`config.mk`:
```
export PLATFORM = sky130hd
export DESIGN_NAME = async_framer
export DESIGN_NICKNAME = d
export VERILOG_FILES = /design/src/rtl/async_framer_pkg.sv /design/src/rtl/async_framer_ctrl.sv /design/src/rtl/async_framer_dp.sv /design/src/rtl/async_framer.sv
export SDC_FILE = /design/constraint.sdc
export NUM_CORES = 1
export LEC_CHECK = 0
export ABC_AREA = 1
export BUFFER_PORTS_ARGS = -buffer_cell sky130_fd_sc_hd__clkbuf_2
export CORE_UTILIZATION = 45
export DETAILED_ROUTE_END_ITERATION = 16
export PLACE_DENSITY = 0.66
export SYNTH_ARGS = -nofsm -noshare
export SYNTH_HDL_FRONTEND = slang
export SYNTH_SLANG_ARGS = --single-unit
```
`constraint.sdc`:
```
create_clock -name clk -period 1.4 [get_ports clk]
set_input_delay 0.28 -clock clk [delete_from_list [all_inputs] [get_ports clk]]
set_output_delay 0.28 -clock clk [all_outputs]
set_load 0.01 [all_outputs]
```
`src/rtl/async_framer_pkg.sv`:
```
package async_framer_pkg;
  localparam int WORD_W = 8;

  typedef enum logic [2:0] {TX_IDLE, TX_START, TX_DATA, TX_PAR, TX_STOP} txState_t;
  typedef enum logic [2:0] {RX_IDLE, RX_START, RX_DATA, RX_PAR, RX_STOP, RX_WAIT} rxState_t;
  typedef enum logic [1:0] {LINE_ONE, LINE_ZERO, LINE_DATA, LINE_PAR} lineSel_t;

  // strobes from control to datapath
  typedef struct packed {
    logic     txLoad;
    logic     txShift;
    lineSel_t txSel;
    logic     rxClear;
    logic     rxShift;
    logic     rxParCap;
    logic     rxDeliver;
  } strobe_t;
endpackage

```
`src/rtl/async_framer_ctrl.sv`:
```
module async_framer_ctrl
  import async_framer_pkg::*;
#(
  parameter int OVS = 16
) (
  input  logic       clk,
  input  logic       rstN,
  input  logic       tick,
  input  logic [1:0] cfgLen,
  input  logic       cfgStop,
  input  logic       cfgParEn,
  input  logic       txValid,
  input  logic       rxIn,
  output logic       txReady,
  output strobe_t    strb
);
  localparam int CNT_W = $clog2(2 * OVS + 1);
  localparam int MID   = OVS / 2;
  localparam logic [CNT_W-1:0] BIT_END  = CNT_W'(OVS - 1);
  localparam logic [CNT_W-1:0] MID_LAST = CNT_W'(MID - 1);
  localparam logic [CNT_W-1:0] STOP_1   = CNT_W'(OVS - 1);
  localparam logic [CNT_W-1:0] STOP_15  = CNT_W'(OVS + MID - 1);
  localparam logic [CNT_W-1:0] STOP_2   = CNT_W'(2 * OVS - 1);

  txState_t         txState;
  rxState_t         rxState;
  logic [CNT_W-1:0] txCnt, rxCnt, txLimit, stopEnd;
  logic [2:0]       txBits, rxBits, lastBit;
  logic             txEnd, rxEnd, rxConfirm;

  assign lastBit = 3'd4 + {1'b0, cfgLen};
  always_comb begin
    if (!cfgStop)           stopEnd = STOP_1;
    else if (cfgLen == 2'd0) stopEnd = STOP_15;
    else                    stopEnd = STOP_2;
  end
  assign txLimit   = (txState == TX_STOP) ? stopEnd : BIT_END;
  assign txEnd     = tick && (txCnt == txLimit);
  assign rxEnd     = tick && (rxCnt == BIT_END);
  assign rxConfirm = (rxState == RX_START) && tick && (rxCnt == MID_LAST);
  assign txReady   = (txState == TX_IDLE);

  // transmit sequencing
  always_ff @(posedge clk or negedge rstN) begin
    if (!rstN) begin
      txState <= TX_IDLE;
      txCnt   <= '0;
      txBits  <= '0;
    end else if (txState == TX_IDLE) begin
      if (txValid) begin
        txState <= TX_START;
        txCnt   <= '0;
      end
    end else if (tick) begin
      if (txCnt == txLimit) begin
        txCnt <= '0;
        case (txState)
          TX_START: begin
            txState <= TX_DATA;
            txBits  <= '0;
          end
          TX_DATA:
            if (txBits == lastBit) txState <= cfgParEn ? TX_PAR : TX_STOP;
            else                   txBits  <= txBits + 3'd1;
          TX_PAR:  txState <= TX_STOP;
          default: txState <= TX_IDLE;
        endcase
      end else begin
        txCnt <= txCnt + 1'b1;
      end
    end
  end

  // receive sequencing
  always_ff @(posedge clk or negedge rstN) begin
    if (!rstN) begin
      rxState <= RX_IDLE;
      rxCnt   <= '0;
      rxBits  <= '0;
    end else begin
      case (rxState)
        RX_IDLE:
          if (tick && !rxIn) begin
            rxState <= RX_START;
            rxCnt   <= CNT_W'(1);
          end
        RX_START:
          if (tick) begin
            if (rxCnt == MID_LAST) begin
              rxCnt   <= '0;
              rxBits  <= '0;
              rxState <= rxIn ? RX_IDLE : RX_DATA;
            end else begin
              rxCnt <= rxCnt + 1'b1;
            end
          end
        RX_WAIT:
          if (rxIn) rxState <= RX_IDLE;
        default:
          if (tick) begin
            if (rxCnt == BIT_END) begin
              rxCnt <= '0;
              case (rxState)
                RX_DATA:
                  if (rxBits == lastBit) rxState <= cfgParEn ? RX_PAR : RX_STOP;
                  else                   rxBits  <= rxBits + 3'd1;
                RX_PAR:  rxState <= RX_STOP;
                default: rxState <= rxIn ? RX_IDLE : RX_WAIT;
              endcase
            end else begin
              rxCnt <= rxCnt + 1'b1;
            end
          end
      endcase
    end
  end

  always_comb begin
    strb.txLoad    = (txState == TX_IDLE) && txValid;
    strb.txShift   = (txState == TX_DATA) && txEnd;
    case (txState)
      TX_START: strb.txSel = LINE_ZERO;
      TX_DATA:  strb.txSel = LINE_DATA;
      TX_PAR:   strb.txSel = LINE_PAR;
      default:  strb.txSel = LINE_ONE;
    endcase
    strb.rxClear   = rxConfirm && !rxIn;
    strb.rxShift   = (rxState == RX_DATA) && rxEnd;
    strb.rxParCap  = (rxState == RX_PAR) && rxEnd;
    strb.rxDeliver = (rxState == RX_STOP) && rxEnd;
  end
endmodule

```
`src/rtl/async_framer_dp.sv`:
```
module async_framer_dp
  import async_framer_pkg::*;
(
  input  logic              clk,
  input  logic              rstN,
  input  strobe_t           strb,
  input  logic [1:0]        cfgLen,
  input  logic              cfgParEn,
  input  logic              cfgParOdd,
  input  logic              cfgBreak,
  input  logic [WORD_W-1:0] txData,
  input  logic              rxLine,
  output logic              txLine,
  output logic              rxIn,
  output logic [WORD_W-1:0] rxData,
  output logic              rxValid,
  output logic              rxParErr,
  output logic              rxFrameErr,
  output logic              rxBreak
);
  logic [WORD_W-1:0] txSh, rxSh, lenMask, txMasked;
  logic              txParBit, rxParBit, rxMeta, rxSync, rxBreakNow;
  logic [1:0]        shAmt;

  assign shAmt    = 2'd3 - cfgLen;
  assign lenMask  = {WORD_W{1'b1}} >> shAmt;
  assign txMasked = txData & lenMask;
  assign rxIn     = rxSync;
  assign rxBreakNow = !rxSync && (rxSh == '0) && !(cfgParEn && rxParBit);

  // transmit shifter and line register
  always_ff @(posedge clk or negedge rstN) begin
    if (!rstN) begin
      txSh     <= '0;
      txParBit <= 1'b0;
      txLine   <= 1'b1;
    end else begin
      if (strb.txLoad) begin
        txSh     <= txMasked;
        txParBit <= (^txMasked) ^ cfgParOdd;
      end else if (strb.txShift) begin
        txSh <= txSh >> 1;
      end
      if (cfgBreak) txLine <= 1'b0;
      else begin
        case (strb.txSel)
          LINE_ZERO: txLine <= 1'b0;
          LINE_DATA: txLine <= txSh[0];
          LINE_PAR:  txLine <= txParBit;
          default:   txLine <= 1'b1;
        endcase
      end
    end
  end

  // receive synchroniser, assembler and result registers
  always_ff @(posedge clk or negedge rstN) begin
    if (!rstN) begin
      rxMeta     <= 1'b1;
      rxSync     <= 1'b1;
      rxSh       <= '0;
      rxParBit   <= 1'b0;
      rxData     <= '0;
      rxValid    <= 1'b0;
      rxParErr   <= 1'b0;
      rxFrameErr <= 1'b0;
      rxBreak    <= 1'b0;
    end else begin
      rxMeta  <= rxLine;
      rxSync  <= rxMeta;
      rxValid <= strb.rxDeliver;
      if (strb.rxClear) begin
        rxSh     <= '0;
        rxParBit <= 1'b0;
      end else begin
        if (strb.rxShift)  rxSh     <= {rxSync, rxSh[WORD_W-1:1]};
        if (strb.rxParCap) rxParBit <= rxSync;
      end
      if (strb.rxDeliver) begin
        rxData     <= rxSh >> shAmt;
        rxFrameErr <= !rxSync;
        rxBreak    <= rxBreakNow;
        rxParErr   <= cfgParEn && !rxBreakNow &&
                      (rxParBit != ((^rxSh) ^ cfgParOdd));
      end
    end
  end
endmodule

```
`src/rtl/async_framer.sv`:
```
module async_framer
  import async_framer_pkg::*;
#(
  parameter int OVS = 16
) (
  input  logic              clk,
  input  logic              rstN,
  input  logic              tick16,
  input  logic [1:0]        cfgLen,
  input  logic              cfgStop,
  input  logic              cfgParEn,
  input  logic              cfgParOdd,
  input  logic              cfgBreak,
  input  logic [WORD_W-1:0] txData,
  input  logic              txValid,
  output logic              txReady,
  output logic              txLine,
  input  logic              rxLine,
  output logic [WORD_W-1:0] rxData,
  output logic              rxValid,
  output logic              rxParErr,
  output logic              rxFrameErr,
  output logic              rxBreak
);
  strobe_t strb;
  logic    rxIn;

  async_framer_ctrl #(.OVS(OVS)) u_ctrl (
    .clk(clk), .rstN(rstN), .tick(tick16), .cfgLen(cfgLen), .cfgStop(cfgStop),
    .cfgParEn(cfgParEn), .txValid(txValid), .rxIn(rxIn), .txReady(txReady),
    .strb(strb)
  );

  async_framer_dp u_dp (
    .clk(clk), .rstN(rstN), .strb(strb), .cfgLen(cfgLen), .cfgParEn(cfgParEn),
    .cfgParOdd(cfgParOdd), .cfgBreak(cfgBreak), .txData(txData), .rxLine(rxLine),
    .txLine(txLine), .rxIn(rxIn), .rxData(rxData), .rxValid(rxValid),
    .rxParErr(rxParErr), .rxFrameErr(rxFrameErr), .rxBreak(rxBreak)
  );
endmodule

```
==> summary.txt <==
Pwr
  – PwrDens: 1770 nW/um2
  – Tot Pwr: 9.21 mW
  – Flop pwr share: 26.3%
  – Internal power: 5.39 mW
  – Sw frac: 41.5%
  – Clock Power Share: 18.7%
  – Comb pwr share: 55.1%
  – Leakage: 2.58 nW
  – Max IR drop VDD: 1.21 mV
  – Sw Pwr: 3.82 mW

Routing
  – Top Layer Used: met4
  – First-pass DRT Iterations: 5
  – Post-DRT Antenna Nets: 0
  – Vias per inst: 5.18
  – DR DRC count: 0
  – Routed WL per cell: 14.7 um
  – Initial detailed-routing violation count: 169
  – Total wire length: 10.1 mm
  – M1 wire length: 4.37 mm
  – Metal2 WL: 5.22 mm
  – Routed vias: 3561
  – Wire length on met3: 350 um

STA
  – Final WS setup: -0.164 ns
  – Slew margin rel.: 71.6%
  – Clock skew: 0.0111 ns
  – Setup TNS Final: -3.80 ns
  – Fmax: 639 MHz
  – Final setup vio count: 49
  – Crit path time final: 1.56 ns
  – Period utilisation layout: 112%
  – Least-Margin Pin Slew: 0.425 ns
  – Final hold vios: 0
  – RSZ-0062 raised after global routing: yes
  – Max-slew violations: 0

GRT
  – First-pass GRT wire length: 13.1 mm
  – GR Overflow Total: 0
  – Gr usage total: 21.6%
  – Largest net degree at the start of global routing: 58
  – Initial antenna violation count: 0
  – Vias in the first global route: 3006

Critical path
  – Critical Path RT: 1.63 ns
  – Worst Setup SP: u_ctrl.rxCnt[1]
  – CP max-delay cell: dfrtp_1
  – Crit path DAT: 1.79 ns
  – Worst r2r src: u_ctrl.rxCnt[1]
  – WS Path Type: flop to flop
  – CP max FO: 5
  – Worst path most repeated cell: nor2_4
  – CP Launch Type: flop
  – CP cell instances: ha_4 -> nand2_4 -> nor2_4 -> buf_6 -> nand3_4 -> nor2_4 -> nand2_2 -> nand3_1 -> nand2_1
  – Max incr delay on CP: 0.41 ns
  – Setup crit end kind: flop

Run status
  – Status: complete, but fails checks
  – Failing checks: negative setup slack

CTS
  – CTS root buf: clkbuf_8
  – Clk slew on worst S/H paths: 0.07 ns
  – H-tree Lvls: 3
  – Clk buf depth: 2
  – CTS tree: built
  – CTS sink count: 57
  – Worst-Skew Late Latency: 0.35 ns
  – CTS Buf Count: 9

Placement
  – DP HPWL: 5.81 mm
  – Pre-CTS WS: -0.188 ns
  – # port buffers: 32
  – Final GP Congestion: 0.810
  – Placed cell area: 4190 um2

Logic synthesis
  – Synth warn: 0
  – Ys flop type: dfrtp_1
  – Area of the mapped netlist: 3430 um2
  – Syn Nets: 485
  – Post-synthesis cell count: 458
  – Post-synth top area share: 39.4%
  – Post-synth top area cell: dfrtp_1
  – Number of synthesized flops with an enable pin: 0
  – Post-synthesis cell type count: 33
  – Post-synthesis async set-or-reset flop share: 100%
  – Synthesis-stage register bit count: 57
  – Synth area leaders: dfrtp_1 (39%), nand2_1 (16%), nand3_1 (6.3%)
  – Post-synthesis area per instance: 7.49 um2
  – Seq/Total Area, Yosys: 41.7%

Cells and area
  – Diodes inserted: 0
  – Design Area, Final: 5190 um2
  – Layout cells sized above 1: 43.9%
  – Layout area overhead: 51.5%
  – Total Nets Final: 610
  – Util after Layout: 71.2%

Job
  – Max Cap Viol: 0

Floorplan
  – Initial Util: 47.0%
  – # rows: 31
  – Die width: 89.3 um
  – Core area: 7290 um2
  – Die Area: 7970 um2
  – Ports: 33
  – Die H: 89.3 um

Hold path
  – Hold path start: rxLine
  – Min-delay worst type: primary input to flop
## worst paths after layout
path	endpoint	depth (start not counted)	slack (ns)
hold / removal	u_dp.rxMeta	1	0.01
min in group asynchronous	u_dp.rxData[7]	3	0.49
max in group asynchronous	u_dp.rxIn	3	0.61
hold reg to reg	u_dp.rxIn	0	0.36
setup reg to reg	u_ctrl.rxBits[2]	9	-0.16
setup / recovery	u_ctrl.rxBits[2]	9	-0.16
## state kept, by name, summed over array words and instances, names as in the netlist
signal,cells
u_dp.rxData,8
u_dp.rxSh,8
u_dp.txSh,8
u_ctrl.rxCnt,6
u_ctrl.txCnt,6
u_ctrl.rxBits,3
u_ctrl.rxState,3
u_ctrl.txBits,3
u_ctrl.txState,3
u_dp.rxBreak,1
u_dp.rxFrameErr,1
u_dp.rxIn,1
u_dp.rxMeta,1
u_dp.rxParBit,1
u_dp.rxParErr,1
u_dp.rxValid,1
u_dp.txLine,1
u_dp.txParBit,1
## per-layer routing
metal / vias to the layer above / global-route usage [%]
met5: - / 0
li1: 1739 / -
met4: 0 / 6.49
met3: 16 / 3.60
met2: 78 / 38.7
met1: 1728 / 26.8
## cell usage after synthesis (2+ instances only)
| master | instances |
|---|---|
| a21oi_1 | 12 |
| nor2_2 | 6 |
| xnor2_1 | 6 |
| dfstp_2 | 3 |
| o21ai_0 | 30 |
| a21oi_4 | 2 |
| nand3_1 | 43 |
| nor2_1 | 27 |
| nand3b_1 | 2 |
| o31ai_1 | 2 |
| nand2_1 | 144 |
| nand3_4 | 2 |
| nand2_4 | 3 |
| a211oi_1 | 2 |
| buf_2 | 7 |
| inv_2 | 6 |
| nand4_1 | 9 |
| nor3b_2 | 2 |
| nor2_4 | 2 |
| ha_1 | 8 |
| dfrtp_1 | 54 |
| inv_1 | 47 |
| o21ai_1 | 17 |
| xor2_1 | 7 |
| nand2_2 | 4 |
| nor3_1 | 2 |
| nand3_2 | 3 |
## final cells by class
class / count / area (um2)
Clock buffer: 10 / 128
Clock inverter: 6 / 82.6
Fill cell: 571 / 2100
Inverter: 53 / 219
Multi-Input combinational cell: 341 / 2260
Sequential cell: 57 / 1440
Tap cell: 99 / 124
Timing Repair Buffer: 121 / 948
## kinds of logic (layout without fill, tap and decap cells)
family	after synthesis	count (layout)	synth area share [%]
compound gates	68	68	11.1
buf+inv	62	190	7.15
simple gates	250	252	33.8
xor+xnor	13	13	3.32
flops	57	57	41.7
fa+ha+maj	8	8	2.92
## critical path: cells and delay by family, from the launching register on
| family | cells | cell delay, ns |
|---|---|---|
| adder cells (fa/ha/maj) | 1 | 0.17 |
| flip-flops | 1 | 0.41 |
| buffers and inverters | 1 | 0.13 |
| AND/OR/NAND/NOR | 7 | 0.72 |
## power groups by stage
stage	Clock, mW	Sequential (mW)	Combinational [mW]
detailed placement	0	2.38	3.59
floorplan	0	2.36	2.10
global route	1.80	2.46	5.48
CTS	1.71	2.36	4.05
global placement	0	2.36	3.52
finish	1.72	2.42	5.07
## timing repair
item	in CTS	in global routing
buffers inserted	10	12
endpoints found under the hold margin	54	0
setup endpoints to repair	52	53
hold buffers	1	0
pin swaps	21	25
resized for setup	47	103
gates cloned	0	5
## cell usage in the layout (no fill, tap or decap), types with 2 or more instances in the layout
cell type	Yosys	layout
nand2_4	3	17
nand3_2	3	13
xnor2_1	6	6
clkinv_2	0	3
o21ai_2	0	3
nand3_1	43	31
a211oi_1	2	2
a21oi_4	2	3
dfstp_2	3	3
inv_4	0	3
nor2_2	6	5
a21oi_1	12	5
o21ai_0	30	20
bufinv_16	0	2
nor2_1	27	17
nand2_8	0	2
buf_6	0	12
clkbuf_2	0	31
inv_1	47	41
o21ai_1	17	23
buf_4	1	71
dfrtp_2	0	4
nand3_4	2	6
nand2_1	144	106
nand2_2	4	26
clkbuf_16	0	2
nor3b_2	2	2
inv_2	6	8
nor2_4	2	13
nand4_1	9	9
a21oi_2	0	6
xor2_1	7	7
ha_4	0	2
buf_12	0	3
nand3b_1	2	2
clkbuf_8	0	9
dfrtp_1	54	50
ha_1	8	6
## through the flow
| stage | hold WS, ns | instances |
|---|---|---|
| 6_report | 0.0130 | 687 |
| 5_1_grt | 0.00758 | 687 |
| 4_1_cts | 0.0229 | 670 |
| 3_5_place_dp | 0.311 | 643 |
| 3_3_place_gp | 0.313 | 643 |
| 2_1_floorplan | -0.0156 | 458 |
(Power assumes the default switching activity.)
